===== src/rtl/bcdcal_pkg.sv =====
package bcdcal_pkg;
   localparam int FIELD_W = 8;
   localparam int NIB_W   = FIELD_W / 2;

   typedef logic [FIELD_W-1:0] bcd_t;

   localparam bcd_t BCD_SEC_MAX  = 8'h59;
   localparam bcd_t BCD_HOUR_MAX = 8'h23;
   localparam bcd_t BCD_MON_MAX  = 8'h12;
   localparam bcd_t BCD_YR_MAX   = 8'h99;
   localparam bcd_t BCD_ZERO     = 8'h00;
   localparam bcd_t BCD_ONE      = 8'h01;

   // increment a two-digit packed BCD value by one (no wrap handling beyond 99)
   function automatic bcd_t bcd_next(input bcd_t v);
      logic [NIB_W-1:0] tens;
      logic [NIB_W-1:0] units;
      tens  = v[FIELD_W-1:NIB_W];
      units = v[NIB_W-1:0];
      if (units >= 4'd9) begin
         units = '0;
         tens  = tens + 4'd1;
      end else begin
         units = units + 4'd1;
      end
      return {tens, units};
   endfunction

   // binary 0..99 to packed BCD, for elaboration-time constants
   function automatic bcd_t to_bcd(input int n);
      return bcd_t'(((n / 10) << NIB_W) | (n % 10));
   endfunction
endpackage


===== src/rtl/bcdcal_field.sv =====
module bcdcal_field
   import bcdcal_pkg::*;
#(
   parameter bcd_t RST_VAL = 8'h00
)(
   input  logic clk,
   input  logic rst_n,
   input  logic inc,
   input  logic load,
   input  bcd_t load_val,
   input  bcd_t lo,
   input  bcd_t hi,
   output bcd_t value,
   output logic carry
);
   logic at_top;
   assign at_top = (value == hi);
   assign carry  = inc && !load && at_top;

   always_ff @(posedge clk or negedge rst_n) begin
      if (!rst_n)
         value <= RST_VAL;
      else if (load)
         value <= load_val;
      else if (inc)
         value <= at_top ? lo : bcd_next(value);
   end
endmodule


===== src/rtl/bcdcal_month_len.sv =====
module bcdcal_month_len
   import bcdcal_pkg::*;
#(
   parameter bit LEAP_RULE = 1'b1
)(
   input  bcd_t mon,
   input  bcd_t yr,
   output bcd_t last_day
);
   logic leap;

   generate
      if (LEAP_RULE) begin : g_leap
         logic [NIB_W-1:0] tens;
         logic [NIB_W-1:0] units;
         assign tens  = yr[FIELD_W-1:NIB_W];
         assign units = yr[NIB_W-1:0];
         // multiple of four in decimal, judged on the two BCD digits
         assign leap = tens[0] ? ((units == 4'd2) || (units == 4'd6))
                               : ((units == 4'd0) || (units == 4'd4) || (units == 4'd8));
      end else begin : g_noleap
         logic unused_yr;
         assign unused_yr = ^yr;
         assign leap = 1'b0;
      end
   endgenerate

   always_comb begin
      unique case (mon)
         8'h02:                      last_day = leap ? 8'h29 : 8'h28;
         8'h04, 8'h06, 8'h09, 8'h11: last_day = 8'h30;
         default:                    last_day = 8'h31;
      endcase
   end
endmodule


===== src/rtl/bcd_calendar_clock.sv =====
module bcd_calendar_clock
   import bcdcal_pkg::*;
#(
   parameter bit LEAP_RULE = 1'b1,
   parameter int WDAY_LAST = 7
)(
   input  logic       clk,
   input  logic       rst_n,
   input  logic       tick,
   input  logic       load,
   input  logic [7:0] set_secs,
   input  logic [7:0] set_mins,
   input  logic [7:0] set_hours,
   input  logic [7:0] set_wday,
   input  logic [7:0] set_mday,
   input  logic [7:0] set_mon,
   input  logic [7:0] set_yr,
   output logic [7:0] secs,
   output logic [7:0] mins,
   output logic [7:0] hours,
   output logic [7:0] wday,
   output logic [7:0] mday,
   output logic [7:0] mon,
   output logic [7:0] yr
);
   localparam bcd_t WDAY_MAX = to_bcd(WDAY_LAST);

   generate
      if (WDAY_LAST < 2 || WDAY_LAST > 9) begin : g_bad_wday
         $error("WDAY_LAST must lie in 2..9");
      end
      if (FIELD_W != 8) begin : g_bad_width
         $error("fields must be two BCD digits");
      end
   endgenerate

   logic c_sec, c_min, c_hour, c_mday, c_mon;
   logic c_wday_unused, c_yr_unused;
   bcd_t mday_last;
   logic step;

   assign step = tick && !load;

   bcdcal_month_len #(.LEAP_RULE(LEAP_RULE)) u_len (
      .mon(mon), .yr(yr), .last_day(mday_last)
   );

   bcdcal_field #(.RST_VAL(BCD_ZERO)) u_sec (
      .clk(clk), .rst_n(rst_n), .inc(step), .load(load), .load_val(set_secs),
      .lo(BCD_ZERO), .hi(BCD_SEC_MAX), .value(secs), .carry(c_sec));

   bcdcal_field #(.RST_VAL(BCD_ZERO)) u_min (
      .clk(clk), .rst_n(rst_n), .inc(c_sec), .load(load), .load_val(set_mins),
      .lo(BCD_ZERO), .hi(BCD_SEC_MAX), .value(mins), .carry(c_min));

   bcdcal_field #(.RST_VAL(BCD_ZERO)) u_hour (
      .clk(clk), .rst_n(rst_n), .inc(c_min), .load(load), .load_val(set_hours),
      .lo(BCD_ZERO), .hi(BCD_HOUR_MAX), .value(hours), .carry(c_hour));

   bcdcal_field #(.RST_VAL(BCD_ONE)) u_wday (
      .clk(clk), .rst_n(rst_n), .inc(c_hour), .load(load), .load_val(set_wday),
      .lo(BCD_ONE), .hi(WDAY_MAX), .value(wday), .carry(c_wday_unused));

   bcdcal_field #(.RST_VAL(BCD_ONE)) u_mday (
      .clk(clk), .rst_n(rst_n), .inc(c_hour), .load(load), .load_val(set_mday),
      .lo(BCD_ONE), .hi(mday_last), .value(mday), .carry(c_mday));

   bcdcal_field #(.RST_VAL(BCD_ONE)) u_mon (
      .clk(clk), .rst_n(rst_n), .inc(c_mday), .load(load), .load_val(set_mon),
      .lo(BCD_ONE), .hi(BCD_MON_MAX), .value(mon), .carry(c_mon));

   bcdcal_field #(.RST_VAL(BCD_ZERO)) u_yr (
      .clk(clk), .rst_n(rst_n), .inc(c_mon), .load(load), .load_val(set_yr),
      .lo(BCD_ZERO), .hi(BCD_YR_MAX), .value(yr), .carry(c_yr_unused));

   logic unused_carries;
   assign unused_carries = c_wday_unused ^ c_yr_unused;
endmodule


===== config.mk =====
export PLATFORM = sky130hd
export DESIGN_NAME = bcd_calendar_clock
export DESIGN_NICKNAME = d
export VERILOG_FILES = /design/src/rtl/bcdcal_pkg.sv /design/src/rtl/bcdcal_field.sv /design/src/rtl/bcdcal_month_len.sv /design/src/rtl/bcd_calendar_clock.sv
export SDC_FILE = /design/constraint.sdc
export NUM_CORES = 1
export LEC_CHECK = 0
export BUFFER_PORTS_ARGS = -buffer_cell sky130_fd_sc_hd__buf_2
export CORE_AREA = 2 2 90 92
export CTS_BUF_LIST = sky130_fd_sc_hd__clkbuf_8
export CTS_CLUSTER_SIZE = 40
export DETAILED_ROUTE_END_ITERATION = 8
export DIE_AREA = 0 0 92 94
export PLACE_DENSITY = 0.82
export REMOVE_ABC_BUFFERS = 1
export SYNTH_ARGS = -nofsm -noshare
export SYNTH_HDL_FRONTEND = slang
export SYNTH_SLANG_ARGS = --single-unit

===== constraint.sdc =====
create_clock -name clk -period 3 [get_ports clk]
set_input_delay 0.15 -clock clk [delete_from_list [all_inputs] [get_ports clk]]
set_output_delay 0.15 -clock clk [all_outputs]
set_load 0.05 [all_outputs]

==> results.cfg <==
[worst_setup_path]
cp_max_fo = 26
worstPathRequired_ps = 3210
critPathKind = register to register
cp-end-kind = register
reg2reg_to = u_yr.value[3]
crit_chain = inv_1, ha_1, or4b_4, nor3_4, a41oi_4, buf_4, nand2b_1, o41a_1, o22a_1
arrival_ps = 2990
r2r_slack_ps = 220
crit_slowest_cell = or4b_4
critPathMaxStageDelay_ps = 470
rr_startpoint = u_hour.value[4]
rr_worst_depth = 9
start_kind = register

[global_route]
grt_overflow = 0
grt_pass1_vias = 4004
grt_max_degree = 37
grtUsageTotal = 0.2646
grt_pass1_wl_mm = 18.76
antenna_found_initial = 0

[cells_and_area]
fillers = 663
areaGrowthSynthToFinish_pct = 20.83
regArea_mm2 = 0.001405
fin_util = 0.6574
multi_input_area_mm2 = 0.002512
fin_nets = 688
num_antenna_cells = 0
drive_gt1_frac = 0.2623
finalInstanceArea_mm2 = 0.005001

[logic_synthesis]
yosysWarnings = 0
synthCells = 476
synth.distinct_cells = 65
synthArstFlopShare = 1.000
avgSynthCellArea_um2 = 8.695
ys_ff_latch = 56
syn_area_mm2 = 0.004139
synth-edff-count = 0
yosysSeqAreaShare = 0.3395
synth_flop_cell = dfrtp_1

[place]
gp_congestion = 0.9110
dpl-instance-area_mm2 = 0.004868
portBuffers = 115
post-dp-hpwl_mm = 8.119

[cts]
tritoncts = built
cts_setup_buffers = 0
htreeDepth = 2
clock_latency_ps = 320
cts.clk_slew.worst_paths_ps = 120
clockBufferDepth = 2
root_buffer = clkbuf_8
numCtsBuffers = 5
cts_sinks = 56

[sta]
fmax_mhz = 359.7
whs_ps = 26.17
finalClockSkew_ps = 14.72
fin_crit_sh = 0.9266
slew_headroom = 0.5467
setup_viol = 0
fin_crit_ps = 2780
rsz0062_at_grt = false
worst_slew_pin_slew_ps = 671.1
hold_violations = 0
finalMaxSlewViolations = 0

[min_path]
holdPathStages = 3
hp-start = set_secs[2]
hold_end = u_sec.value[2]
min_path_type = input pin to register

[die]
row_count = 32
io_pins = 116
die_h_um = 94
die_area_mm2 = 0.008648
die_width_um = 92
core_area_mm2 = 0.007607
initial_core_util = 0.5441

[outcome]
status = finished clean

[power]
power.internal_w = 0.001500
clockPowerShare = 0.191
total_power_w = 0.002796
p_leak_nw = 2.315
power_density_mw_per_mm2 = 559.1
p_seq_frac = 0.381
pwr-share-comb = 0.427
ir_drop_mv = 0.2756
p_sw_w = 0.001296
p_sw_frac = 0.4636

[drt]
drc = 0
finalWirelength_mm = 11.27
drtIter0Drc = 186
ant_nets = 0
drtPass1Iterations = 5
wl_per_cell_um = 16.26
num_vias = 4199
routed_via_density = 6.059

[flow_run]
maxCapViolations = 0
critical path: cells and delay by family, from the launching register on:
kind	cells	cell delay [ps]
buf+inv	2	360
fa+ha+maj	1	140
flops	1	430
simple gates	3	970
compound gates	3	780
worst max-delay path by stage:
stage	slack [ps]	from	cells after the start	endpoint
after floorplan	-60	u_mon.value[5]	9	u_mday.value[6]
after global placement	380	u_hour.value[4]	9	u_yr.value[3]
after detailed placement	240	u_mon.value[0]	9	u_mday.value[1]
after CTS	200	u_mon.value[0]	9	u_mday.value[1]
after global routing	30	u_mon.value[0]	9	u_yr.value[6]
final	220	u_hour.value[4]	9	u_yr.value[3]
through the flow:
stage / setup TNS (ps) / setup slack, ps / cells
2_1_floorplan: -140.5 / -59.17 / 450
3_3_place_gp: 0 / 380.8 / 684
3_5_place_dp: 0 / 241.7 / 684
4_1_cts: 0 / 196.8 / 693
5_1_grt: 0 / 25.31 / 693
6_report: 0 / 220.1 / 693
final cells by class:
class | instances | area share
sequential | 56 | 0.2810
clock inverter | 3 | 0.009257
clock buffer | 5 | 0.01376
tap | 102 | 0.02552
multi-input combinational | 360 | 0.5024
inverter | 34 | 0.02552
timing repair buffer | 133 | 0.1426
cells by family after synthesis:
family	Yosys count	synth area share
DFF	56	0.3395
muxes	8	0.01965
xor gates and xnor gates	4	0.008466
adders and majority gates	38	0.1149
and+or+nand+nor	159	0.2044
buffers and inverters	60	0.05532
AOI/OAI and AO/OA	151	0.2579
flip-flops by register name, summed over array words and instances, names as in the netlist:
name / count
u_mday.value: 8
u_sec.value: 8
u_min.value: 8
u_mon.value: 8
u_yr.value: 8
u_hour.value: 8
u_wday.value: 8
cells in the final DEF (no fill, tap or decap), types with 4 or more instances in the layout:
cell type and n:
clkbuf_8 5, a22oi_1 12, nor2b_1 5, a221o_1 6, a21oi_1 22, mux2i_1 7
a211oi_1 6, nor3_1 23, o211ai_1 4, and3_1 5, ha_1 38, a2bb2oi_1 6
buf_2 115, nor2_1 37, nand4_1 8, nand2_1 30, buf_4 17, dfrtp_1 53
nor3b_1 6, o31ai_1 10, o41ai_1 4, inv_1 34, a31oi_1 13, o311ai_0 5
nand3_1 17, o21ai_0 35
per-layer routing:
layer,vias up,global-route usage,part of all wire
met5,-,0,0
met4,0,0.09204,0.013
met3,13,0.03612,0.061
li1,2001,-,-
met2,170,0.4577,0.49
met1,2015,0.3412,0.44
repair_timing:
action                                 4_1_cts  5_1_grt
hold buffers                                 1        0
resized for setup                            0        1
setup endpoints to repair                    0        1
endpoints found under the hold margin       19        0
cells in the mapped netlist (4+ instances only):
cell        n  area [µm²]
nand3_1    17       85.08
a211oi_1    6       45.04
a21oi_1    22       110.1
o31ai_1    10       75.07
mux2i_1     7       70.07
a221o_1     6       60.06
nor2_1     37       138.9
nand2_1    30       112.6
o211ai_1    4       30.03
and3_1      5       31.28
nor3b_1     6       45.04
clkbuf_1   21       78.83
o21ai_0    35       175.2
a2bb2oi_1   6       52.55
o41ai_1     4       35.03
dfrtp_1    53        1326
inv_1      34       127.6
ha_1       38       475.5
a31oi_1    13       81.33
o311ai_0    5       43.79
nor2b_1     5       31.28
a22oi_1    12       90.09
nand4_1     8       50.05
nor3_1     23       115.1
power by group through the flow:
stage	logic (W)	registers [W]	clock network [W]
2_1_floorplan	0.000448	0.00145	0
4_1_cts	0.00119	0.00106	0.000536
5_1_grt	0.00130	0.00109	0.000570
3_5_place_dp	0.00119	0.00107	0
3_3_place_gp	0.00116	0.00106	0
6_report	0.00120	0.00107	0.000535
No activity file was read; power rests on OpenSTA's default activity.
